$ cat src/rtl/msdp_pkg.sv
package msdp_pkg;

  localparam int PLAIN_BITS = 4096;
  localparam int LANE_BITS  = 4608;

  function automatic bit is_plain(input int w);
    return (w == 1) || (w == 2) || (w == 4) || (w == 8) || (w == 16) || (w == 32);
  endfunction

  function automatic bit is_laned(input int w);
    return (w == 9) || (w == 18) || (w == 36);
  endfunction

  function automatic bit pair_ok(input int a, input int b);
    return (is_plain(a) && is_plain(b)) || (is_laned(a) && is_laned(b));
  endfunction

  function automatic int total_bits(input int w);
    return is_laned(w) ? LANE_BITS : PLAIN_BITS;
  endfunction

endpackage

$ cat src/rtl/msdp_lane.sv
module msdp_lane #(
  parameter int LANE = 8,
  parameter int DW   = 128,
  parameter int IW   = 7
) (
  input  logic            clk,
  input  logic            rst,
  input  logic            we,
  input  logic [IW-1:0]   widx,
  input  logic [LANE-1:0] wdata,
  input  logic [IW-1:0]   ridx,
  output logic [LANE-1:0] rq
);

  logic [LANE-1:0] mem [DW];

  always_ff @(posedge clk) begin
    if (we) mem[widx] <= wdata;
  end

  always_ff @(posedge clk) begin
    if (rst) rq <= '0;
    else     rq <= mem[ridx];
  end

  // a written lane holds the written value after the edge
  a_r5_write_lands: assert property (@(posedge clk) disable iff (rst)
    we |=> mem[$past(widx)] == $past(wdata));

  // a colliding read must not see the value being written
  a_r7_old_data: assert property (@(posedge clk) disable iff (rst)
    (we && ridx == widx && wdata != mem[widx]) |=> rq != $past(wdata));

endmodule

$ cat src/rtl/msdp_wr_decode.sv
module msdp_wr_decode #(
  parameter int NLANE   = 4,
  parameter int LSEL    = 2,
  parameter int WA      = 9,
  parameter int IW      = 7,
  parameter bit WIDE_WR = 1'b0
) (
  input  logic             clk,
  input  logic             rst,
  input  logic             wr_en,
  input  logic [WA-1:0]    wr_addr,
  output logic [IW-1:0]    widx,
  output logic [NLANE-1:0] lane_we
);

  if (WIDE_WR) begin : g_wide
    assign widx    = wr_addr;
    assign lane_we = {NLANE{wr_en}};
  end else begin : g_narrow
    assign widx = wr_addr[WA-1:LSEL];
    always_comb begin
      lane_we = '0;
      lane_we[wr_addr[LSEL-1:0]] = wr_en;
    end
  end

  // a narrow write touches exactly one lane, a wide one touches all
  a_r5_lane_count: assert property (@(posedge clk) disable iff (rst)
    wr_en |-> $countones(lane_we) == (WIDE_WR ? NLANE : 1));

  // no lane changes when no write is asked for
  a_r5_quiet: assert property (@(posedge clk) disable iff (rst)
    !wr_en |-> lane_we == '0);

endmodule

$ cat src/rtl/msdp_rd_select.sv
module msdp_rd_select #(
  parameter int NLANE   = 4,
  parameter int LSEL    = 2,
  parameter int LANE    = 8,
  parameter int RA      = 7,
  parameter int IW      = 7,
  parameter int RD_W    = 32,
  parameter bit WIDE_RD = 1'b1
) (
  input  logic                  clk,
  input  logic                  rst,
  input  logic                  wr_en,
  input  logic [RA-1:0]         rd_addr,
  output logic [IW-1:0]         ridx,
  input  logic [NLANE*LANE-1:0] lane_q,
  output logic [RD_W-1:0]       rd_data
);

  if (WIDE_RD) begin : g_wide
    assign ridx    = rd_addr;
    assign rd_data = lane_q;
  end else begin : g_narrow
    logic [LSEL-1:0] sel_q;
    assign ridx = rd_addr[RA-1:LSEL];
    always_ff @(posedge clk) begin
      if (rst) sel_q <= '0;
      else     sel_q <= rd_addr[LSEL-1:0];
    end
    assign rd_data = lane_q[sel_q*LANE +: LANE];
  end

  // same address and no write in between means the output holds
  a_r6_hold: assert property (@(posedge clk) disable iff (rst)
    (rd_addr == $past(rd_addr) && !$past(wr_en) && !$past(rst)) |=> $stable(rd_data));

endmodule

$ cat src/rtl/msdp_ram.sv
module msdp_ram #(
  parameter int WR_W = 8,
  parameter int RD_W = 32,
  localparam int TOTAL = msdp_pkg::total_bits(WR_W),
  localparam int WA    = $clog2(TOTAL / WR_W),
  localparam int RA    = $clog2(TOTAL / RD_W)
) (
  input  logic            clk,
  input  logic            rst,
  input  logic            wr_en,
  input  logic [WA-1:0]   wr_addr,
  input  logic [WR_W-1:0] wr_data,
  input  logic [RA-1:0]   rd_addr,
  output logic [RD_W-1:0] rd_data
);

  localparam bit WIDE_WR = (WR_W >= RD_W);
  localparam int WIDE    = WIDE_WR ? WR_W : RD_W;
  localparam int LANE    = WIDE_WR ? RD_W : WR_W;
  localparam int NLANE   = WIDE / LANE;
  localparam int LSEL    = $clog2(NLANE);
  localparam int DW      = TOTAL / WIDE;
  localparam int IW      = $clog2(DW);

  // shape pair legality is settled at elaboration
  if (!msdp_pkg::pair_ok(WR_W, RD_W)) begin : g_bad_shape
    $error("msdp_ram: widths %0d and %0d are not a legal same-family pair", WR_W, RD_W);
  end

  logic [IW-1:0]         widx;
  logic [IW-1:0]         ridx;
  logic [NLANE-1:0]      lane_we;
  logic [NLANE*LANE-1:0] lane_q;

  msdp_wr_decode #(
    .NLANE(NLANE), .LSEL(LSEL), .WA(WA), .IW(IW), .WIDE_WR(WIDE_WR)
  ) u_wr (
    .clk(clk), .rst(rst), .wr_en(wr_en), .wr_addr(wr_addr),
    .widx(widx), .lane_we(lane_we)
  );

  for (genvar j = 0; j < NLANE; j++) begin : g_lane
    logic [LANE-1:0] wd;
    if (WIDE_WR) begin : g_slice
      assign wd = wr_data[j*LANE +: LANE];
    end else begin : g_bcast
      assign wd = wr_data;
    end
    msdp_lane #(.LANE(LANE), .DW(DW), .IW(IW)) u_lane (
      .clk(clk), .rst(rst), .we(lane_we[j]), .widx(widx), .wdata(wd),
      .ridx(ridx), .rq(lane_q[j*LANE +: LANE])
    );
  end

  msdp_rd_select #(
    .NLANE(NLANE), .LSEL(LSEL), .LANE(LANE), .RA(RA), .IW(IW),
    .RD_W(RD_W), .WIDE_RD(!WIDE_WR || NLANE == 1)
  ) u_rd (
    .clk(clk), .rst(rst), .wr_en(wr_en), .rd_addr(rd_addr), .ridx(ridx),
    .lane_q(lane_q), .rd_data(rd_data)
  );

endmodule

$ cat config.mk
export PLATFORM = sky130hd
export DESIGN_NAME = msdp_ram
export DESIGN_NICKNAME = d
export VERILOG_FILES = /design/src/rtl/msdp_pkg.sv /design/src/rtl/msdp_lane.sv /design/src/rtl/msdp_wr_decode.sv /design/src/rtl/msdp_rd_select.sv /design/src/rtl/msdp_ram.sv
export SDC_FILE = /design/constraint.sdc
export NUM_CORES = 2
export LEC_CHECK = 0
export BUFFER_PORTS_ARGS = -buffer_cell sky130_fd_sc_hd__buf_2
export CORE_MARGIN = 2
export CORE_UTILIZATION = 60
export CTS_CLUSTER_DIAMETER = 150
export CTS_CLUSTER_SIZE = 25
export DETAILED_ROUTE_END_ITERATION = 10
export PLACE_DENSITY = 0.76
export SYNTH_ARGS = -nofsm -noshare
export SYNTH_HDL_FRONTEND = slang
export SYNTH_SLANG_ARGS = --single-unit
$ cat constraint.sdc
create_clock -name clk -period 3.3 [get_ports clk]
set_input_delay 0.33 -clock clk [delete_from_list [all_inputs] [get_ports clk]]
set_output_delay 0.33 -clock clk [all_outputs]
set_load 0.005 [all_outputs]
==> run_results.csv <==
group,metric,value,unit
sta,rsz0062_at_grt,"no",
route,wire_per_inst,34.9,um
clock_tree,numCtsBuffers,183,
placed_design,placed_area,0.169,mm2
finish,fin_nets,8400,
sta,worst_pin_slew,1.27,ns
global_routing,grt_max_degree,152,
sta,maxSlewViolCount,0,
yosys,synth_top_area_share,77.1,%
power_and_ir_drop,power_density,508,mW/mm2
clock_tree,post_cts_resized,0,
yosys,ys_seq_area_share,77.5,%
clock_tree,clk_latency,0.92,ns
route,first_iter_violations,14325,
route,drtAntennaViolNets,0,
yosys,ys_seq_elements,4128,
clock_tree,clockBufferDepth,3,
sta,slew_headroom,14.4,%
placed_design,placed_cells,11715,
worst_hold_path,min_path_cells,1,
critical_path,ff2ff_setup_slack,0.40,ns
critical_path,crit_required,4.05,ns
yosys,synth_area_leaders,"edfxtp_1 77%, mux4_2 13%, mux2i_1 2.2%",
sta,final.setup_skew,0.0637,ns
job,max_cap_violations,0,
power_and_ir_drop,p_leak,0.0545,uW
global_routing,grt_pass1_wl,596,mm
finish,fin_area,0.174,mm2
clock_tree,h-tree-depth,4,
yosys,yosysWarnings,0,
clock_tree,cts_root_buf,"clkbuf_16",
yosys,yosysTopAreaCell,"edfxtp_1",
placed_design,gp_congestion,0.991,
global_routing,grt_pass1_vias,81274,
finish,layout-drive-gt1-share,23.0,%
yosys,synth_edf_count,4096,
finish,syn_to_final_growth,9.33,%
critical_path,path_class,"primary input to flop",
floorplanning,core,0.265,mm2
critical_path,cp-start-kind,"primary input",
critical_path,worst_setup_path_end_kind,"flop",
critical_path,r2r_end,"g_lane[1].u_lane.rq[1]",
clock_tree,cts_tree,"built",
sta,fmax,325,MHz
worst_hold_path,hp-start,"wr_data[3]",
yosys,netlist_instances,7874,
yosys,syn_area_per_cell,20.3,um2
floorplanning,ioPinCount,59,
placed_design,hpwl,274,mm
floorplanning,die_h,520,um
route,drcViolationCount,0,
placed_design,post-place-ws,-0.577,ns
yosys,netlist_area,0.159,mm2
sta,timing.final.crit_share,93.3,%
clock_tree,post_cts_buffers,0,
global_routing,grt-ovfl-total,0,
floorplanning,start_util,60.2,%
global_routing,grt_usage,31.0,%
floorplanning,num_rows,189,
global_routing,antenna_found_initial,24,
floorplanning,die_x,520,um
critical_path,r2r_start,"g_lane[1].u_lane.mem[99][1]",
placed_design,portBuffers,58,
sta,finalHoldViolations,0,
sta,timing.final.ws_setup,0.221,ns
clock_tree,cts_hold_buf,6,
finish,fin_cells,11985,
floorplanning,die_area,0.270,mm2
sta,fin_crit,3.08,ns
yosys,synth_async_sr_flop_share,0,%
yosys,ys_types,32,
worst_hold_path,hold_path_class,"primary input to flop",
route,vias,83124,
route,wirelength,419,mm
clock_tree,cts.sinks,4128,
yosys,synthFlopType,"edfxtp_1",
power_and_ir_drop,ir_worst_vdd,0.607,mV
critical_path,ff2ff_path_depth,6,
route,dr.pass1.iters,7,
sta,finalSetupViolations,0,
outcome,outcome,"finished, final reports clean",
critical_path,crit_fanout,72,
route,vias_per_cell,6.94,
worst_hold_path,whs_endpoint,"g_lane[3].u_lane.mem[6][3]",
clock_tree,clkTransAtPathRegs,0.10,ns
critical_path,cp.arrival,3.83,ns
yosys,syn-num-nets,7901,
cell usage after synthesis (5+ instances only):
| cell | n |
|---|---|
| edfxtp_1 | 4096 |
| mux4_2 | 892 |
| nand3_1 | 670 |
| nor2_1 | 590 |
| mux2i_1 | 358 |
| clkbuf_1 | 218 |
| nand2_1 | 199 |
| buf_2 | 198 |
| a22oi_1 | 192 |
| nand4_1 | 130 |
| buf_1 | 48 |
| nor2b_1 | 39 |
| nor3_1 | 39 |
| buf_4 | 37 |
| a31oi_1 | 33 |
| nor4_1 | 33 |
| dfxtp_1 | 32 |
| o22ai_1 | 31 |
| and2_1 | 9 |
| and3b_1 | 5 |
| nand2b_1 | 5 |
| nand3b_1 | 5 |
cells by family (layout without fill, tap and decap cells):
kind of cell | after synthesis | count (layout) | synth area share [%]
mux | 1250 | 1250 | 14.8
compound gates | 258 | 258 | 1.17
buf+inv | 504 | 1069 | 1.44
simple gates | 1734 | 1734 | 5.03
other cells | 0 | 13 | 0
flops | 4128 | 4128 | 77.5
critical path, cell delays in order:
cell and delay [ns]:
buf_12 0.31, buf_12 0.50, mux4_2 0.61, a22oi_1 0.21, nand3_1 0.27, nor3_1 1.04, buf_4 0.27, a31oi_1 0.07
flip-flops by register name, indices dropped and copies added (netlist names):
name / flops
g_lane.u_lane.mem: 4096
g_lane.u_lane.rq: 32
area by class of cell:
class / instances / area, um2
sequential: 4128 / 124000
fill: 16689 / 90500
multi-input combinational: 3242 / 33700
timing repair buffer: 818 / 7490
clock buffer: 238 / 4810
tap: 3533 / 4420
clock inverter: 13 / 244
antenna: 13 / 32.5
per-layer routing:
layer / share of wire (%) / track usage [%]
met1: 35 / 42.7
met3: 13 / 7.49
met4: 6.0 / 15.2
met5: 0.016 / 0
met2: 47 / 47.4
worst max-delay path by stage:
stage	startpoint	to	slack, ns	cells past startpoint
global placement	rd_addr[0]	g_lane[0].u_lane.rq[4]	-0.84	9
global route	rd_addr[0]	g_lane[1].u_lane.rq[1]	0.19	8
CTS	rd_addr[0]	g_lane[1].u_lane.rq[4]	0.34	8
finish	rd_addr[0]	g_lane[1].u_lane.rq[1]	0.22	8
floorplan	wr_addr[4]	g_lane[0].u_lane.mem[100][0]	1.04	5
detailed placement	rd_addr[0]	g_lane[1].u_lane.rq[4]	-0.58	8
metrics by stage:
step                      hold WS, ns  setup TNS, ns  utilization (%)  total power [uW]
after floorplan                 0.399              0                -             61300
after global placement          0.771          -7.47             63.9             63900
after detailed placement        0.785          -4.18             63.9             64000
after CTS                      0.0205              0             65.8             88700
after global routing          0.00633              0             65.8             90400
final                          0.0425              0             65.8             88700
placed cells by master, fill, tap and decap left out, types with 4 or more instances in the layout:
master / synthesis / layout
dlygate4sd3_1: 0 / 6
nand3b_1: 5 / 5
nand2b_1: 5 / 5
nor4_1: 33 / 28
nor2b_4: 0 / 5
nor3_2: 0 / 6
mux2i_1: 358 / 358
and2_2: 0 / 4
nor4_2: 0 / 5
dfxtp_1: 32 / 32
clkbuf_16: 0 / 184
nor2b_1: 39 / 32
nor3_1: 39 / 33
buf_12: 0 / 111
and2_1: 9 / 4
buf_4: 37 / 646
mux4_2: 892 / 892
edfxtp_1: 4096 / 4096
o22ai_1: 31 / 31
diode_2: 0 / 13
clkinv_8: 0 / 4
clkbuf_1: 218 / 54
a22oi_1: 192 / 192
nand4_1: 130 / 130
a31oi_1: 33 / 33
nand3_1: 670 / 669
nor2_1: 590 / 586
buf_8: 0 / 8
nand2_1: 199 / 199
buf_2: 198 / 46
power by group:
| group | switching, uW | leakage (uW) | internal [uW] | total, uW |
|---|---|---|---|---|
| Combinational | 3350 | 0.0150 | 1820 | 5170 |
| Clock | 15400 | 0.00244 | 10400 | 25700 |
| Sequential | 131 | 0.0371 | 57600 | 57800 |
| Total | 18800 | 0.0545 | 69800 | 88700 |
(Power assumes the default switching activity.)
